## config.mk

```make
export PLATFORM = sky130hd
export DESIGN_NAME = rcpot_timer
export DESIGN_NICKNAME = d
export VERILOG_FILES = /design/src/rtl/rcpot_pkg.sv /design/src/rtl/rcpot_sync.sv /design/src/rtl/rcpot_seq.sv /design/src/rtl/rcpot_axis.sv /design/src/rtl/rcpot_timer.sv
export SDC_FILE = /design/constraint.sdc
export NUM_CORES = 1
export LEC_CHECK = 0
export BUFFER_PORTS_ARGS = -buffer_cell sky130_fd_sc_hd__clkbuf_2
export CAP_MARGIN = 30
export CORE_UTILIZATION = 56
export DETAILED_ROUTE_END_ITERATION = 12
export GPL_TIMING_DRIVEN = 0
export PLACE_DENSITY = 0.88
export SKIP_LAST_GASP = 1
export SYNTH_ARGS = -nofsm -noshare
export SYNTH_HDL_FRONTEND = slang
export SYNTH_SLANG_ARGS = --single-unit
```

## constraint.sdc

```tcl
create_clock -name clk -period 2.9 [get_ports clk]
set_input_delay 0.29 -clock clk [delete_from_list [all_inputs] [get_ports clk]]
set_output_delay 0.29 -clock clk [all_outputs]
set_load 0.005 [all_outputs]
```

## src/rtl/rcpot_pkg.sv

```systemverilog
package rcpot_pkg;
   typedef enum logic [1:0] {
      PH_IDLE  = 2'd0,
      PH_DRAIN = 2'd1,
      PH_TIME  = 2'd2
   } rc_phase_e;
endpackage

```

## src/rtl/rcpot_sync.sv

```systemverilog
module rcpot_sync #(
   parameter int W = 1
) (
   input  logic         clk,
   input  logic         rst_n,
   input  logic [W-1:0] d_i,
   output logic [W-1:0] q_o
);
   logic [W-1:0] stage1, stage2;

   always_ff @(posedge clk or negedge rst_n) begin
      if (!rst_n) begin
         stage1 <= '0;
         stage2 <= '0;
      end else begin
         stage1 <= d_i;
         stage2 <= stage1;
      end
   end

   assign q_o = stage2;
endmodule

```

## src/rtl/rcpot_seq.sv

```systemverilog
module rcpot_seq
   import rcpot_pkg::*;
#(
   parameter int CNT_W        = 16,
   parameter int DISCH_CYCLES = 256,
   parameter int MAX_COUNT    = 60000
) (
   input  logic             clk,
   input  logic             rst_n,
   input  logic             start_i,
   input  logic             all_settled_i,
   output rc_phase_e        phase_o,
   output logic [CNT_W-1:0] tick_o,
   output logic             clear_o,
   output logic             finish_o,
   output logic             done_o
);
   localparam int DW = (DISCH_CYCLES > 2) ? $clog2(DISCH_CYCLES) : 2;
   localparam logic [DW-1:0]    DRAIN_LAST = DW'(DISCH_CYCLES - 1);
   localparam logic [CNT_W-1:0] TICK_CAP   = CNT_W'(MAX_COUNT);

   rc_phase_e        phase;
   logic [DW-1:0]    drain_cnt;
   logic [CNT_W-1:0] tick;
   logic             done_q;

   assign clear_o  = (phase == PH_IDLE) && start_i;
   assign finish_o = (phase == PH_TIME) && all_settled_i;

   always_ff @(posedge clk or negedge rst_n) begin
      if (!rst_n) begin
         phase     <= PH_IDLE;
         drain_cnt <= '0;
         tick      <= '0;
         done_q    <= 1'b0;
      end else begin
         done_q <= 1'b0;
         unique case (phase)
            PH_IDLE: begin
               if (start_i) begin
                  phase     <= PH_DRAIN;
                  drain_cnt <= '0;
               end
            end
            PH_DRAIN: begin
               if (drain_cnt == DRAIN_LAST) begin
                  phase <= PH_TIME;
                  tick  <= '0;
               end else begin
                  drain_cnt <= drain_cnt + 1'b1;
               end
            end
            PH_TIME: begin
               if (all_settled_i) begin
                  phase  <= PH_IDLE;
                  done_q <= 1'b1;
               end else if (tick != TICK_CAP) begin
                  tick <= tick + 1'b1;
               end
            end
            default: phase <= PH_IDLE;
         endcase
      end
   end

   assign phase_o = phase;
   assign tick_o  = tick;
   assign done_o  = done_q;
endmodule

```

## src/rtl/rcpot_axis.sv

```systemverilog
module rcpot_axis #(
   parameter int CNT_W     = 16,
   parameter int MAX_COUNT = 60000
) (
   input  logic             clk,
   input  logic             rst_n,
   input  logic             clear_i,
   input  logic             timing_i,
   input  logic             pin_s_i,
   input  logic [CNT_W-1:0] tick_i,
   output logic [CNT_W-1:0] count_o,
   output logic             tmo_o,
   output logic             settled_o
);
   localparam logic [CNT_W-1:0] TICK_CAP = CNT_W'(MAX_COUNT);

   always_ff @(posedge clk or negedge rst_n) begin
      if (!rst_n) begin
         count_o   <= '0;
         tmo_o     <= 1'b0;
         settled_o <= 1'b0;
      end else if (clear_i) begin
         count_o   <= '0;
         tmo_o     <= 1'b0;
         settled_o <= 1'b0;
      end else if (timing_i && !settled_o) begin
         if (pin_s_i) begin
            count_o   <= tick_i;
            settled_o <= 1'b1;
         end else if (tick_i == TICK_CAP) begin
            count_o   <= TICK_CAP;
            tmo_o     <= 1'b1;
            settled_o <= 1'b1;
         end
      end
   end
endmodule

```

## src/rtl/rcpot_timer.sv

```systemverilog
module rcpot_timer
   import rcpot_pkg::*;
#(
   parameter int NUM_AXES     = 4,
   parameter int NUM_BTN      = 4,
   parameter int CNT_W        = 16,
   parameter int DISCH_CYCLES = 256,
   parameter int MAX_COUNT    = 60000
) (
   input  logic                      clk,
   input  logic                      rst_n,
   input  logic                      start_i,
   input  logic [NUM_AXES-1:0]       axis_pin_i,
   input  logic [NUM_BTN-1:0]        btn_i,
   output logic [NUM_AXES-1:0]       axis_oe_o,
   output logic                      busy_o,
   output logic                      done_o,
   output logic [NUM_AXES*CNT_W-1:0] axis_count_o,
   output logic [NUM_AXES-1:0]       axis_tmo_o,
   output logic [NUM_BTN-1:0]        btn_o
);
   localparam longint CNT_CEIL = (64'd1 << CNT_W) - 1;

   if (NUM_AXES < 1 || NUM_BTN < 1) begin : g_bad_count
      $error("rcpot_timer: NUM_AXES and NUM_BTN must be at least 1");
   end
   if (CNT_W < 2 || CNT_W > 31) begin : g_bad_width
      $error("rcpot_timer: CNT_W out of range");
   end
   if (DISCH_CYCLES < 3) begin : g_bad_drain
      $error("rcpot_timer: DISCH_CYCLES must cover the synchronizer flush");
   end
   if (MAX_COUNT < 2 || longint'(MAX_COUNT) > CNT_CEIL) begin : g_bad_max
      $error("rcpot_timer: MAX_COUNT does not fit CNT_W");
   end

   rc_phase_e        phase;
   logic [CNT_W-1:0] tick;
   logic             clear, finish;
   logic [NUM_AXES-1:0] pin_s, settled;
   logic [NUM_BTN-1:0]  btn_s;

   rcpot_sync #(.W(NUM_AXES)) u_pin_sync (
      .clk(clk), .rst_n(rst_n), .d_i(axis_pin_i), .q_o(pin_s)
   );

   rcpot_sync #(.W(NUM_BTN)) u_btn_sync (
      .clk(clk), .rst_n(rst_n), .d_i(btn_i), .q_o(btn_s)
   );

   rcpot_seq #(
      .CNT_W(CNT_W), .DISCH_CYCLES(DISCH_CYCLES), .MAX_COUNT(MAX_COUNT)
   ) u_seq (
      .clk(clk), .rst_n(rst_n), .start_i(start_i),
      .all_settled_i(&settled),
      .phase_o(phase), .tick_o(tick), .clear_o(clear),
      .finish_o(finish), .done_o(done_o)
   );

   for (genvar a = 0; a < NUM_AXES; a++) begin : g_axis
      rcpot_axis #(.CNT_W(CNT_W), .MAX_COUNT(MAX_COUNT)) u_axis (
         .clk(clk), .rst_n(rst_n),
         .clear_i(clear),
         .timing_i(phase == PH_TIME),
         .pin_s_i(pin_s[a]),
         .tick_i(tick),
         .count_o(axis_count_o[a*CNT_W +: CNT_W]),
         .tmo_o(axis_tmo_o[a]),
         .settled_o(settled[a])
      );
   end

   always_ff @(posedge clk or negedge rst_n) begin
      if (!rst_n)      btn_o <= '0;
      else if (finish) btn_o <= btn_s;
   end

   assign axis_oe_o = {NUM_AXES{phase == PH_DRAIN}};
   assign busy_o    = (phase != PH_IDLE);
endmodule

```

==> summary.txt, run 1 <==
Logic synthesis
  – Post-synth EDFFs: 0
  – Mean Syn Cell Area: 11.9 um^2
  – Seq/Total Area, Yosys: 58.6%
  – Cells after Synth: 426
  – Synth Register Bits: 119
  – Net count after synthesis: 440
  – Yosys warning count: 0
  – Mapped Area: 0.00508 mm^2
  – Post-synth ARST share: 100%
  – Dominant synthesized flop cell: dfrtp_1
  – Post-synth cell types: 49

Timing
  – Max-slew violations: 0
  – Fin crit period: 2.72 ns
  – Layout Skew: 0.00984 ns
  – Worst Tran Pin Value: 0.903 ns
  – Setup violations, final: 0
  – Fmax: 0.368 GHz
  – RSZ-0062 raised after global routing: false
  – Hold Fails Final Rpt: 0
  – Tcrit/Tclk final: 93.7%
  – Setup slack after layout: 0.183 ns
  – Setup TNS: 0 ns
  – Slew HR: 39.8%

GRT
  – Largest net degree at the start of global routing: 120
  – Total GRT Usage: 28.8%
  – Total gr overflow: 0
  – GR Layer Usage met1: 38.4%
  – Met3 global-route usage: 6.19%
  – Global-route wire length before repair: 21300 um
  – Number of global-route vias before repair: 4215
  – M2 GR Usage: 45.4%
  – Initial antenna violation count: 0
  – Busiest grt layer: met2

Finish
  – Post-layout net count: 559
  – Area Overhead vs Synth: 25.6%
  – Fillers: 569
  – Antenna diode count: 0
  – Non-filler cells, final: 666
  – Multi-input gate area: 0.00187 mm^2
  – Register area: 0.00298 mm^2
  – Share of cells above drive strength 1: 28.1%
  – Core Util, Final: 72.8%

CTS
  – Clk slew on worst S/H paths: 0.06 ns
  – Clk root buf: clkbuf_8
  – Clock buffer depth: 2
  – H-tree levels: 4
  – TritonCTS clock tree: built
  – Clock latency on the worst-skew pair: 0.52 ns
  – CTS Buf Count: 17
  – CTS Sinks: 119

Flow run
  – Max Cap Viol: 0

Placed design
  – Routability Congestion: 0.843
  – DP HPWL: 8070 um
  – Setup WS pre-CTS: 0.188 ns
  – Port bufs: 88
  – Placed Cells: 622

Worst setup path
  – CP required: 3.32 ns
  – Worst r2r dst: g_axis[0].u_axis.count_o[15]
  – CP arrival: 3.13 ns
  – Critical Path Source Type: register
  – Max FO, Critical Path: 8
  – FF-to-FF Start: u_seq.tick_o[1]
  – R2r setup slk: 0.18 ns
  – Crit path from: u_seq.tick_o[1]
  – Crit Path Class: reg2reg
  – CP endpoint kind: register
  – Worst setup path endpoint: g_axis[0].u_axis.count_o[15]
  – Reg2reg path depth: 8

Hold path
  – Min-Delay Path Class: reg2reg

Power
  – Pwr Density: 609 mW/mm^2
  – Static Leakage: 3.06 nW
  – Total power: 3.89 mW
  – Max rail drop VDD: 0.000349 V

Detailed routing
  – DRT Wirelength: 13100 um
  – Via total after detailed routing: 4307
  – Mean routed wirelength per cell: 19.6 um
  – Initial DRC Count: 468
  – Post-route ant nets: 0
  – Drt pass-1 iters: 5
  – Drt drc: 0
  – DR vias/cell: 6.47

Floorplanning
  – Die height: 97.2 um
  – FP Rows: 34
  – Chip Width: 97.2 um
  – Core ar.: 0.00876 mm^2
  – Starting Density: 58.0%
  – IO Count: 89
  – Die ar.: 0.00945 mm^2

Status
  – Status: finished, final reports clean
[stage by stage]
stage	hold WS, ns	area [um^2]
after global routing	0.355	6380
after CTS	0.349	6350
after floorplan	-0.00559	5080
after detailed placement	0.335	5660
final	0.347	6380
after global placement	0.332	5650
[repair_timing]
action                     CTS  global route
gates resized for setup      0             0
hold buffers                 9             0
setup buffers                0             3
setup endpoints to repair    0             5
hold endpoints to repair   127             0
[kinds of logic (layout without fill, tap and decap cells)]
family	after synthesis	after routing	share of synthesized area (%)
AO/OA/AOI/OAI	152	152	23.7
adder cells (fa/ha/maj)	3	3	0.739
buffers and inverters	48	180	4.58
flip-flops	119	119	58.6
multiplexers	10	10	2.12
AND/OR/NAND/NOR	94	94	10.3
[cell usage in the layout, fill, tap and decap left out, drive strengths merged, types with 4 or more instances in the layout]
cell type,Yosys,final
a21boi,5,5
a21oi,5,5
a221o,5,5
a22o,37,37
a2bb2oi,28,28
a31oi,17,17
and3,7,7
buf,18,21
clkbuf,22,129
clkinv,0,4
dfrtp,119,119
dlygate4sd3,0,9
inv,8,11
mux2,6,6
mux2i,4,4
nand2,20,20
nand2b,7,7
nand3,12,12
nand4,7,7
nor2,11,11
nor3,8,8
nor4,6,6
o21a,5,5
o21ai,37,37
o31ai,6,6
[synthesized netlist by cell type, types with 3 or more instances]
cell type  number  share of area, %
mux2i_1         4              0.79
nor2_1         10              0.74
buf_4           7               1.0
a2bb2oi_1      26               4.5
dfrtp_1       119                59
and3_1          7              0.86
ha_1            3              0.74
nor2b_1         3              0.37
or3_1           3              0.37
nand2b_1        7              0.86
nand3_1        12               1.2
a221o_1         5              0.99
nor4_1          5              0.62
nand2_1        20               1.5
buf_2           3              0.30
a22o_1         37               6.4
o21a_1          5              0.74
a21oi_1         5              0.49
mux2_2          6               1.3
a31oi_1        17               2.1
a21boi_4        5               1.8
inv_1           8              0.59
clkbuf_1       22               1.6
buf_6           3              0.67
o21ai_0        36               3.5
buf_1           5              0.37
o31ai_2         4              0.99
nand4_1         7              0.86
nor3_1          8              0.79
[final cells by class]
type / count / share of cell area, %
clock inverter: 13 / 2.67
sequential: 119 / 46.7
buffer: 40 / 3.18
inverter: 8 / 0.471
clock buffer: 19 / 6.77
multi-input combinational: 259 / 29.3
tap: 108 / 2.12
timing repair buffer: 100 / 8.81
[metal layers]
layer,share of wire (%),routed length (um)
met1,40,5250
met2,49,6350
met3,8.3,1090
met4,2.9,384
met5,0,0
[report_power, final]
group	internal (mW)	switching (mW)	leakage, nW	total [mW]
registers	1.68	0.00847	1.59	1.68
clock network	1.34	0.790	0.285	2.13
logic	0.0211	0.0498	1.19	0.0709
[worst min path at each step]
stage	start	endpoint	slack, ns	depth (start not counted)
floorplan	rst_n	btn_o[0]	-0.006	0
global placement	u_pin_sync.stage1[2]	u_pin_sync.q_o[2]	0.33	0
detailed placement	u_btn_sync.stage1[0]	u_btn_sync.q_o[0]	0.33	0
CTS	u_btn_sync.stage1[1]	u_btn_sync.q_o[1]	0.35	0
global route	u_btn_sync.stage1[1]	u_btn_sync.q_o[1]	0.35	0
finish	u_btn_sync.stage1[1]	u_btn_sync.q_o[1]	0.35	0
[sequential cells by signal (all words and copies together), names as in the netlist, 2 cells and up]
| signal | flops |
|---|---|
| u_pin_sync.stage1 | 4 |
| u_seq.tick_o | 16 |
| u_btn_sync.stage1 | 4 |
| u_seq.drain_cnt | 8 |
| g_axis.u_axis.count_o | 64 |
| btn_o | 4 |
| u_pin_sync.q_o | 4 |
| g_axis.u_axis.settled_o | 4 |
| u_btn_sync.q_o | 4 |
| u_seq.phase_o | 2 |
| g_axis.u_axis.tmo_o | 4 |
[worst max-delay path, stage by stage (launching register included)]
cell and delay (ns):
dfrtp_1 0.39, clkbuf_1 0.21, inv_1 0.10, ha_1 0.13
or4bb_1 0.54, or4_1 0.53, buf_6 0.18, a21boi_4 0.27
a2bb2oi_1 0.27
Note: power is estimated with default switching activity, not from simulation.
==> run 2: changes to the inputs <==
SETUP_SLACK_MARGIN = 0.3   (was default)
==> summary.txt, run 2 (synthesis gave the netlist of run 1 again) <==
Timing
  – Fin crit period: 2.52 ns
  – Slew HR: 39.7%
  – RSZ-0062 raised after global routing: false
  – Tcrit/Tclk final: 86.9%
  – Max-slew violations: 0
  – Hold Fails Final Rpt: 0
  – Layout Skew: 0.0102 ns
  – Fmax: 0.397 GHz
  – Setup violations, final: 0
  – Worst Tran Pin Value: 0.904 ns

CTS
  – Clock buffer depth: 2
  – H-tree levels: 4
  – CTS Sinks: 119
  – Clk slew on worst S/H paths: 0.06 ns
  – Clock latency on the worst-skew pair: 0.52 ns
  – Clk root buf: clkbuf_8
  – TritonCTS clock tree: built
  – CTS Buf Count: 17

Power
  – Combinational power share: 1.9%
  – Sequential share of power: 43.4%
  – Switch Pwr: 0.843 mW
  – Static Leakage: 3.11 nW
  – Cell Int Power: 3.04 mW
  – Pwr Density: 595 mW/mm^2
  – Net Sw Frac: 21.7%
  – Max rail drop VDD: 0.000354 V
  – Clock power frac: 54.7%
  – Total power: 3.88 mW

Detailed routing
  – Initial DRC Count: 410
  – Drt pass-1 iters: 5
  – Wire length on met2: 6700 um
  – Met1 Wirelength: 5250 um
  – Drt drc: 0
  – Via total after detailed routing: 4345
  – DR vias/cell: 6.50
  – Post-route ant nets: 0
  – DRT Wirelength: 13600 um
  – Mean routed wirelength per cell: 20.4 um
  – Highest Signal Layer: met4
  – Met3 routed wirelength: 1280 um

Hold path
  – Hold EP: u_btn_sync.q_o[1]
  – Hold Path Origin: u_btn_sync.stage1[1]
  – Hold Path Stages: 0
  – Min-Delay Path Class: reg2reg

Worst setup path
  – Delay-heaviest family, CP: simple AND/OR/NAND/NOR gates
  – Crit path largest cell delay: 0.56 ns
  – Slowest cell on the critical path: or4_4
  – Reg2reg path depth: 8
  – CP arrival: 2.96 ns
  – CP endpoint kind: register
  – R2r setup slk: 0.38 ns
  – Cell Chain, Critical Path: buf_4 > inv_1 > ha_1 > or4bb_4 > or4_4 > buf_12 > a21boi_4 > a2bb2oi_2
  – CP required: 3.34 ns
  – Critical Path Source Type: register
  – CP Buf/Inv Count: 3
  – FF-to-FF Start: u_seq.tick_o[1]
  – Worst r2r dst: g_axis[0].u_axis.count_o[15]
  – Crit Path Class: reg2reg
  – Max FO, Critical Path: 8

Floorplanning
  – Die height: 97.2 um
  – Core ar.: 0.00876 mm^2
  – Chip Width: 97.2 um
  – Die ar.: 0.00945 mm^2
  – FP Rows: 34
  – IO Count: 89
  – Starting Density: 58.0%

Placed design
  – Port bufs: 88
  – DP HPWL: 8070 um
  – Routability Congestion: 0.843

Finish
  – Largest register FFs: 64
  – Commonest cells after routing, fill and taps aside: dfrtp_1, clkbuf_2, a22o_1
  – Commonest non-fill, non-tap cell in the layout: dfrtp_1
  – Core Util, Final: 74.5%
  – Area Overhead vs Synth: 28.5%
  – Biggest register: g_axis.u_axis.count_o
  – Share of cells above drive strength 1: 31.3%
  – Post-layout net count: 561
  – Antenna diode count: 0

GRT
  – Number of global-route vias before repair: 4215
  – Total gr overflow: 0
  – Initial antenna violation count: 0
  – Total GRT Usage: 29.0%
  – Global-route wire length before repair: 21500 um
  – Largest net degree at the start of global routing: 120

Status
  – Status: finished, final reports clean

Flow run
  – Max Cap Viol: 0
run 2: changes by cell type in the layout (fill, tap and decap cells not counted), moves of 3 or more:
cell and delta:
a2bb2oi_1 -7, a2bb2oi_2 +7, a31oi_1 -4, a31oi_2 +3, buf_12 +3
run 2: how the worst max path moves through the flow:
stage / startpoint / end / cells past startpoint
after CTS: u_seq.tick_o[1] / u_seq.tick_o[11] / 9
after floorplan: u_seq.tick_o[1] / u_seq.tick_o[10] / 8
after global routing: u_seq.phase_o[0] / u_seq.tick_o[7] / 7
final: u_seq.tick_o[1] / g_axis[0].u_axis.count_o[15] / 8
after detailed placement: u_seq.tick_o[1] / u_seq.tick_o[0] / 7
after global placement: rst_n / g_axis[3].u_axis.count_o[9] / 1
run 2: routing by layer:
layer | global-route usage [%] | up-vias
met3 | 6.12 | 47
met5 | 0 | -
met4 | 13.6 | 0
met2 | 46.0 | 309
li1 | - | 1845
met1 | 38.5 | 2144
run 2: area by class of cell:
| cell class | instances | area, um^2 |
|---|---|---|
| timing repair buffer | 102 | 602 |
| multi-input combinational | 259 | 1960 |
| fill | 546 | 2240 |
| clock buffer | 19 | 432 |
| tap | 108 | 135 |
| inverter | 8 | 30.0 |
| sequential | 119 | 2980 |
| clock inverter | 13 | 170 |
| buffer | 40 | 221 |
run 2: timing repair:
action / CTS / global route
setup buffers: 2 / 3
hold buffers: 9 / 0
endpoints found under the hold margin: 127 / 0
endpoints found under the setup margin: 68 / 42
gates resized for setup: 4 / 19
pin swaps: 1 / 7
run 2: stage by stage:
stage / cell area (um^2) / hold slack (ns) / setup slack (ns) / TNS (ns) / std cells
3_5_place_dp: 5660 / 0.335 / 0.188 / 0 / 622
2_1_floorplan: 5080 / -0.00559 / 0.528 / 0 / 426
3_3_place_gp: 5650 / 0.332 / -0.0237 / -2.11 / 622
6_report: 6530 / 0.346 / 0.379 / 0 / 668
5_1_grt: 6530 / 0.355 / 0.313 / 0 / 668
4_1_cts: 6380 / 0.349 / 0.308 / 0 / 665
run 2: power groups by stage:
| stage | Clock (mW) | Sequential, mW | Combinational (mW) |
|---|---|---|---|
| 6_report | 2.12 | 1.68 | 0.0724 |
| 5_1_grt | 2.22 | 1.68 | 0.0839 |
| 4_1_cts | 2.14 | 1.68 | 0.0723 |
| 3_5_place_dp | 0 | 1.71 | 0.0615 |
| 3_3_place_gp | 0 | 1.71 | 0.0578 |
| 2_1_floorplan | 0 | 1.71 | 0.0184 |
